### config.mk
export PLATFORM = sky130hd
export DESIGN_NAME = lru_tracker
export DESIGN_NICKNAME = d
export VERILOG_FILES = /design/src/rtl/lru_pkg.sv /design/src/rtl/lru_victim_pick.sv /design/src/rtl/lru_order_update.sv /design/src/rtl/lru_tracker.sv
export SDC_FILE = /design/constraint.sdc
export NUM_CORES = 1
export LEC_CHECK = 0
export CELL_PAD_IN_SITES_DETAIL_PLACEMENT = 0
export CELL_PAD_IN_SITES_GLOBAL_PLACEMENT = 2
export CORE_ASPECT_RATIO = 0.8
export CORE_MARGIN = 2
export CORE_UTILIZATION = 43
export CTS_BUF_LIST = sky130_fd_sc_hd__clkbuf_8
export CTS_CLUSTER_DIAMETER = 150
export DETAILED_ROUTE_END_ITERATION = 12
export DONT_BUFFER_PORTS = 1
export PLACE_DENSITY_LB_ADDON = 0.1
export SKIP_LAST_GASP = 1
export SYNTH_ARGS = -nofsm -noshare
export SYNTH_HDL_FRONTEND = slang
export SYNTH_SLANG_ARGS = --single-unit
export TNS_END_PERCENT = 30
### constraint.sdc
create_clock -name clk -period 7.1 [get_ports clk]
set_input_delay 0.355 -clock clk [delete_from_list [all_inputs] [get_ports clk]]
set_output_delay 0.355 -clock clk [all_outputs]
set_load 0.02 [all_outputs]
### src/rtl/lru_pkg.sv
package lru_pkg;

    localparam int DEF_WAYS = 8;
    localparam int DEF_SETS = 16;

    typedef enum logic {
        INS_MRU = 1'b0,
        INS_LRU = 1'b1
    } ins_pos_e;

    // Highest age value for a given associativity.
    function automatic int oldest_age(input int ways);
        return ways - 1;
    endfunction

endpackage

### src/rtl/lru_victim_pick.sv
module lru_victim_pick
    import lru_pkg::*;
#(
    parameter int WAYS = DEF_WAYS,
    localparam int AW  = $clog2(WAYS),
    localparam int WW  = $clog2(WAYS)
) (
    input  logic [WAYS-1:0][AW-1:0] ages,
    input  logic [WAYS-1:0]         way_valid,
    output logic [WW-1:0]           victim
);
    logic [WW-1:0] first_invalid;
    logic [WW-1:0] oldest_way;
    logic          any_invalid;

    always_comb begin
        first_invalid = '0;
        any_invalid   = 1'b0;
        // Scan downward so the lowest-numbered invalid way is the last one written.
        for (int i = WAYS - 1; i >= 0; i--) begin
            if (!way_valid[i]) begin
                first_invalid = WW'(i);
                any_invalid   = 1'b1;
            end
        end
    end

    always_comb begin
        oldest_way = '0;
        for (int i = 0; i < WAYS; i++) begin
            if (ages[i] == AW'(oldest_age(WAYS))) oldest_way = WW'(i);
        end
    end

    assign victim = any_invalid ? first_invalid : oldest_way;

endmodule

### src/rtl/lru_order_update.sv
module lru_order_update
    import lru_pkg::*;
#(
    parameter int WAYS = DEF_WAYS,
    localparam int AW  = $clog2(WAYS),
    localparam int WW  = $clog2(WAYS)
) (
    input  logic [WAYS-1:0][AW-1:0] row_in,
    input  logic [WW-1:0]           target,
    input  ins_pos_e                pos,
    output logic [WAYS-1:0][AW-1:0] row_out
);
    logic [AW-1:0] old_age;

    assign old_age = row_in[target];

    always_comb begin
        for (int i = 0; i < WAYS; i++) begin
            row_out[i] = row_in[i];
            if (WW'(i) == target) begin
                row_out[i] = (pos == INS_LRU) ? AW'(oldest_age(WAYS)) : '0;
            end else if (pos == INS_MRU && row_in[i] < old_age) begin
                row_out[i] = row_in[i] + 1'b1;
            end else if (pos == INS_LRU && row_in[i] > old_age) begin
                row_out[i] = row_in[i] - 1'b1;
            end
        end
    end

endmodule

### src/rtl/lru_tracker.sv
module lru_tracker
    import lru_pkg::*;
#(
    parameter int WAYS = DEF_WAYS,
    parameter int SETS = DEF_SETS,
    localparam int AW  = $clog2(WAYS),
    localparam int WW  = $clog2(WAYS),
    localparam int SW  = $clog2(SETS)
) (
    input  logic            clk,
    input  logic            rst,
    input  logic            hit_valid,
    input  logic [SW-1:0]   hit_set,
    input  logic [WW-1:0]   hit_way,
    input  logic            alloc_valid,
    input  logic [SW-1:0]   alloc_set,
    input  logic [WAYS-1:0] alloc_way_valid,
    input  logic            alloc_insert_lru,
    output logic [WW-1:0]   victim_way,
    output logic            alloc_grant
);
    logic [WAYS-1:0][AW-1:0] age_q [SETS];
    logic [WAYS-1:0][AW-1:0] hit_row_new;
    logic [WAYS-1:0][AW-1:0] alloc_row_new;
    ins_pos_e                alloc_pos;

    assign alloc_pos   = alloc_insert_lru ? INS_LRU : INS_MRU;
    assign alloc_grant = alloc_valid && !(hit_valid && hit_set == alloc_set);

    lru_victim_pick #(.WAYS(WAYS)) u_pick (
        .ages      (age_q[alloc_set]),
        .way_valid (alloc_way_valid),
        .victim    (victim_way)
    );

    lru_order_update #(.WAYS(WAYS)) u_hit_upd (
        .row_in  (age_q[hit_set]),
        .target  (hit_way),
        .pos     (INS_MRU),
        .row_out (hit_row_new)
    );

    lru_order_update #(.WAYS(WAYS)) u_alloc_upd (
        .row_in  (age_q[alloc_set]),
        .target  (victim_way),
        .pos     (alloc_pos),
        .row_out (alloc_row_new)
    );

    generate
        for (genvar s = 0; s < SETS; s++) begin : g_set
            always_ff @(posedge clk) begin
                if (rst) begin
                    for (int w = 0; w < WAYS; w++) age_q[s][w] <= AW'(w);
                end else if (hit_valid && hit_set == SW'(s)) begin
                    age_q[s] <= hit_row_new;
                end else if (alloc_grant && alloc_set == SW'(s)) begin
                    age_q[s] <= alloc_row_new;
                end
            end
        end
    endgenerate

    // the stored age of a hit way is 0 after the edge
    a_r2_hit_to_mru: assert property (@(posedge clk) disable iff (rst)
        hit_valid |=> age_q[$past(hit_set)][$past(hit_way)] == '0);

    // with an invalid way present, the victim is never a valid way
    a_r4_invalid_first: assert property (@(posedge clk) disable iff (rst)
        (alloc_valid && !(&alloc_way_valid)) |-> !alloc_way_valid[victim_way]);

    // with all ways valid, the victim holds the oldest age
    a_r5_lru_victim: assert property (@(posedge clk) disable iff (rst)
        (alloc_valid && (&alloc_way_valid)) |-> age_q[alloc_set][victim_way] == AW'(WAYS - 1));

    // least-recent insertion leaves the victim at the oldest age
    a_r7_lru_insert: assert property (@(posedge clk) disable iff (rst)
        (alloc_grant && alloc_insert_lru) |=>
            age_q[$past(alloc_set)][$past(victim_way)] == AW'(WAYS - 1));

    // most-recent insertion leaves the victim at age 0
    a_r6_mru_insert: assert property (@(posedge clk) disable iff (rst)
        (alloc_grant && !alloc_insert_lru) |=> age_q[$past(alloc_set)][$past(victim_way)] == '0);

    // a same-set hit blocks the allocation from touching the order
    a_r9_collision_block: assert property (@(posedge clk) disable iff (rst)
        (hit_valid && alloc_valid && hit_set == alloc_set) |-> !alloc_grant);

endmodule

* After elaboration in Yosys (flattened, before gate mapping) *
Memory sizes are Yosys's and may differ from the RTL's.
Cells that the tools add are included.
W data, S select, Z words.

operators by class
  $add $sub $neg = 24
  $lt $le $gt $ge = 26
  equality and inequality tests = 52
  muxes and demuxes = 216
  bitwise logic cells = 33
  reductions and logical operators = 55

operators with widths
  kind                   count
  $mux W24               32
  $mux W3                56
  $mux W1                124
  $eq A4 B4 Y1 const B   16
  $logic_and A1 B1 Y1    50
  $add A3 B1 Y3 const B  16
  $lt A3 B3 Y1           16
  $eq A4 B3 Y1 const B   8
  $or A1 B1 Y1           32
  $eq A3 B3 Y1 const A   8
  $gt A3 B3 Y1           8
  $sub A3 B1 Y3 const B  8
  $eq A3 B3 Y1 const B   7
  $bmux W3 S3            2
  $eq A4 B2 Y1 const B   4
  $eq A2 B3 Y1 const A   4
  $eq A4 B1 Y1 const B   2
  $logic_not A4 Y1       2
  $lt A3 B4 Y1 const B   2
  $eq A1 B3 Y1 const A   2
  $logic_not A3 Y1       2
  $eq A4 B4 Y1           1
  $mux W2                2
  $logic_not A1 Y1       1
  $not A1 Y1             1

word-level totals
  flip-flop bits (word level) = 0
  memory bits (writable) = 384
  input port bits = 24
  output and inout bits = 4
  word-level logic and storage cells = 407
  memories kept = 1

memory list
  memory  words  width  rd ports  clocked after memory_dff  write ports  line               source
  age_q   16     24     2         0                         16           lru_tracker.sv:22  logic [WAYS-1:0][AW-1:0] age_q [SETS];

* Depth between registers and ports, before layout *
An unclocked memory read counts as a cell.

  depth after elaboration = 18
  gate-level depth with buffers = 33
  gate-level depth less buffers = 24

* Cells and area by module *
From an unflattened synthesis, not the netlist that was laid out.

second synthesis, totals
  cells, all modules = 2280
  area, all modules = 26913.3 um2

by module, submodules not included
  module                           instances  cells an instance  area each (um2)  sequential area each (um2)
  lru_tracker                      1          1693               22512.8          11531.1
  lru_order_update at u_hit_upd    1          274                2167.1           0.0
  lru_order_update at u_alloc_upd  1          283                2070.7           0.0
  lru_victim_pick                  1          30                 162.7            0.0

* Least setup slack after synthesis *
OpenSTA, ideal clock, no wires.

  path kind = input port to flip-flop
  start = in alloc_set[0]
  end = mem age_q[8][9] (netlist bit), data pin
  library setup time = 280 ps
  arrival = 7200 ps
  data required time = 6820 ps
  path slack = -380 ps
  stages = 28
  buffers on the path = 8
  path through = buf_6 > buf_6 > buf_2 > buf_2 > buf_2 > mux4_2 > mux2_2 > o21ai_0 > inv_1 > ha_1 > ha_1 > nand2b_1 > a221o_1 > a221o_1 > buf_4 > buf_1 > a211oi_1 > a21oi_1 > a21oi_1 > ha_1 > nand2b_1 > nor2_1 > a221oi_1 > nand3_1 > a221o_1 > a31oi_1 > clkbuf_1 > a22oi_1

RTL lines
  what         line               source
  from (decl)  lru_tracker.sv:16  input logic [SW-1:0] alloc_set,
  to (decl)    lru_tracker.sv:22

==> reports/metrics.yaml <==
cts_root_buf: "sky130_fd_sc_hd__clkbuf_8"
num_antenna_cells: 0
worst-setup-path-type: "reg2reg"
critical_path.max_fanout: 16
clk_pin_slew_worst_paths_ns: 0.06
hp-class: "in2reg"
clock_tree.htree_level_count: 3
fin_crit_ns: 6.56
register_area_um2: 11500
fin_hold_ws_ns: 0.111
synthesis.area_per_instance_um2: 13.1
synth.largest_area_cell: "sky130_fd_sc_hd__edfxtp_1"
synthMuxAreaShare_pct: 22.4
relSlewSlack_pct: 8.30
syn-instance-count: 1921
xor_xnor_portion_of_the_synthesized_cell_area_pct: 0.593
synth-main-ff-cell: "sky130_fd_sc_hd__edfxtp_1"
timing.critical_path.cells: "mux4_2, mux2_2, o21ai_1, inv_1, ha_1, ha_1, nand2b_1, a221o_1, a221o_1, inv_1, and2_1, a211oi_1, a211oi_1, a21oi_2, ha_1, nor2b_1, o41ai_1, o211ai_1, mux2i_1, o21ai_0, o21ai_1, buf_4, o22ai_1"
grt_max_degree: 105
number_of_synthesized_flops_with_an_enable_pin: 384
setup_slack_ns: 0.545
finalNetCount: 1924
horizontal_extent_of_the_die_um: 274
grt_util_all_layers_pct: 34.1
gr-total-overflow: 0
cts_num_sinks: 384
core_um2: 57900
worstPathRequired_ns: 7.44
vias_per_cell: 7.54
timing_hold_violations_final: 0
power_density_nw_per_um2: 232
ctsResizeCount: 0
leakagePower_nw: 8.05
synth_nets: 2008
worst_pin_slew_ns: 1.37
dpl.cell_count: 2533
total_number_of_vias: 20100
post-route-drc-count: 0
cap_violations: 0
crit_path_frequent_cell: "sky130_fd_sc_hd__ha_1"
cts_buffers: 71
postCtsHoldBufs: 0
routed_wl_um: 103000
num_io_pins: 28
fill_cell_instance_count_of_the_final_layout: 5226
cts_tree: "yes"
cp_slowest_stage_delay_ns: 0.47
design.die.area_um2: 60400
yosys_warnings: 0
status: "complete, no violations"
first_pass_grt_wire_length_um: 143000
max_ffs_per_register: 384
layoutNonFillerInstCount: 2661
yosys.cell_types.count: 81
critPathSlowestCell: "sky130_fd_sc_hd__mux4_2"
ranking_of_synthesized_cells_by_area: "sky130_fd_sc_hd__edfxtp_1 (46%), sky130_fd_sc_hd__mux4_2 (21%), sky130_fd_sc_hd__a22oi_1 (5.0%)"
rsz_0062_raised_after_global_routing: "false"
preCtsSetupSlack_ns: 0.533
dominant_combinational_cell_family_by_area_after_synthesis: "multiplexers"
reg_top3: "age_q: 384 flops"
postSynthRegisterBits: 384
gp_congestion: 0.849
async_flop_share_pct: 0
drtPass1Iterations: 6
multi_input_area_um2: 12800
route.detailed.wl_per_inst_um: 38.6
maxClockFrequency_ghz: 0.153
clk-insertion-delay-late_ns: 0.66
antenna_found_initial: 1
cp.arrival_ns: 6.89
port_buffers: 0
synth-seq-area-share_pct: 45.9
floorplan.rows: 79
fin_worst_skew_ns: 0.0347
power.ir.vdd_worst_uv: 139
post_synth_fa_ha_maj_area_fraction_pct: 3.26
clock_tree.buffer_depth: 3
timing.final.max_slew_violations: 0
drt_iter0_markers: 2656
design_power_total_mw: 6.29
synth_area_um2: 25100
synth.top_cell.area_share_pct: 45.9
drt.antenna.violating_nets: 0
registers.top_by_ff_count: "age_q"
grt_pass1_vias: 19200
endpoint_kind: "flip-flop"
detailedPlacementHpwl_um: 61500
finalSetupViolations: 0
cts_setup_buffers: 0
yosys.area_share.simple_pct: 6.85
fraction_of_final_layout_cells_sized_beyond_drive_strength_1_pct: 24.4
finalSetupTns_ns: 0
die_height_um: 220
period_share_pct: 92.3
synth_compound_area_share_pct: 16.9
areaGrowthSynthToFinish_pct: 7.97
start_kind: "flip-flop"
starting_utilization_of_the_core_area_pct: 43.4
==> final timing paths <==
kind | from | to | slack, ns | cells past startpoint
max | age_q[8][6]$_DFFE_PP_ | age_q[11][1]$_DFFE_PP_ | 0.54 | 23
min | rst | age_q[15][22]$_DFFE_PP_ | 0.11 | 2
max reg2reg | age_q[8][6]$_DFFE_PP_ | age_q[11][1]$_DFFE_PP_ | 0.54 | 23
min reg2reg | age_q[14][3]$_DFFE_PP_ | age_q[5][3]$_DFFE_PP_ | 1.40 | 5
==> cell usage in the layout (no fill, tap or decap), types with 30 or more instances in the layout <==
| cell | Yosys | routed |
|---|---|---|
| sky130_fd_sc_hd__edfxtp_1 | 384 | 384 |
| sky130_fd_sc_hd__clkbuf_8 | 0 | 74 |
| sky130_fd_sc_hd__o32ai_1 | 34 | 33 |
| sky130_fd_sc_hd__a32oi_1 | 33 | 33 |
| sky130_fd_sc_hd__mux4_2 | 233 | 233 |
| sky130_fd_sc_hd__ha_1 | 63 | 63 |
| sky130_fd_sc_hd__inv_1 | 32 | 51 |
| sky130_fd_sc_hd__a22oi_1 | 166 | 166 |
| sky130_fd_sc_hd__nor2_1 | 88 | 65 |
| sky130_fd_sc_hd__nand2_1 | 127 | 125 |
| sky130_fd_sc_hd__buf_4 | 3 | 51 |
| sky130_fd_sc_hd__o22ai_1 | 163 | 163 |
| sky130_fd_sc_hd__a21oi_1 | 31 | 30 |
==> report_power, final <==
group          internal [mW]  total (mW)  switching, mW
registers               2.58        2.61         0.0317
clock network           1.08        2.09           1.01
logic                  0.520        1.59           1.07
==> synth_stat cells, types with 6 or more instances <==
master / n
sky130_fd_sc_hd__buf_2: 45
sky130_fd_sc_hd__nand3_1: 16
sky130_fd_sc_hd__o22ai_1: 163
sky130_fd_sc_hd__a21oi_1: 31
sky130_fd_sc_hd__xor2_1: 7
sky130_fd_sc_hd__nor2_1: 88
sky130_fd_sc_hd__ha_1: 63
sky130_fd_sc_hd__nand3b_1: 6
sky130_fd_sc_hd__a22oi_2: 10
sky130_fd_sc_hd__buf_1: 14
sky130_fd_sc_hd__edfxtp_1: 384
sky130_fd_sc_hd__a31oi_1: 10
sky130_fd_sc_hd__a32oi_1: 33
sky130_fd_sc_hd__a211oi_1: 12
sky130_fd_sc_hd__nand2_1: 127
sky130_fd_sc_hd__nor2b_1: 9
sky130_fd_sc_hd__o211ai_1: 15
sky130_fd_sc_hd__or3_1: 21
sky130_fd_sc_hd__nor3_1: 19
sky130_fd_sc_hd__or2_2: 7
sky130_fd_sc_hd__a21boi_0: 6
sky130_fd_sc_hd__nand2b_1: 18
sky130_fd_sc_hd__o41ai_1: 7
sky130_fd_sc_hd__inv_1: 32
sky130_fd_sc_hd__a22oi_1: 166
sky130_fd_sc_hd__o32ai_1: 34
sky130_fd_sc_hd__mux2_2: 6
sky130_fd_sc_hd__xnor2_1: 10
sky130_fd_sc_hd__mux2i_1: 26
sky130_fd_sc_hd__o21ai_1: 13
sky130_fd_sc_hd__mux4_2: 233
sky130_fd_sc_hd__and3_1: 7
sky130_fd_sc_hd__and2_1: 15
sky130_fd_sc_hd__o31ai_1: 6
sky130_fd_sc_hd__clkbuf_1: 140
sky130_fd_sc_hd__a21o_1: 12
sky130_fd_sc_hd__o21ai_0: 29
==> metal layers <==
metal	part of all wire, %	wire length, µm	vias to the layer above	global-route usage [%]
met3	13	13500	270	10.3
met1	38	39400	10400	46.8
met5	0.013	13	-	0
li1	-	-	7921	-
met4	3.8	3860	2	12.0
met2	45	45900	1501	51.6
==> area by class of cell <==
type | count | share of cell area (%)
Clock buffer | 74 | 3.76
Timing Repair Buffer | 51 | 1.41
Tap cell | 769 | 3.55
Sequential cell | 384 | 42.5
Multi-Input combinational cell | 1296 | 47.2
Inverter | 33 | 0.457
Clock inverter | 54 | 1.12
==> metrics by stage <==
step | util [%] | cell area [µm²]
6_report | 46.8 | 27100
5_1_grt | 46.8 | 27100
4_1_cts | 46.8 | 27100
3_5_place_dp | 44.5 | 25800
3_3_place_gp | 44.5 | 25800
2_1_floorplan | - | 25100
==> critical path, delay by kind of cell (launching register included) <==
| family | cells | cell delay [ns] |
|---|---|---|
| AND/OR/NAND/NOR | 3 | 0.79 |
| flip-flops | 1 | 0.39 |
| AO/OA/AOI/OAI | 11 | 2.43 |
| adder cells (fa/ha/maj) | 3 | 0.85 |
| multiplexers | 3 | 0.96 |
| buffers and inverters | 3 | 0.82 |
==> cell families (layout without fill, tap and decap cells) <==
kind of cell	Yosys count	after routing
AO/OA/AOI/OAI	589	589
buffers and inverters	241	212
XOR/XNOR	17	17
multiplexers	267	267
adder cells (fa/ha/maj)	66	66
AND/OR/NAND/NOR	357	357
flip-flops	384	384
(Power assumes the default switching activity.)
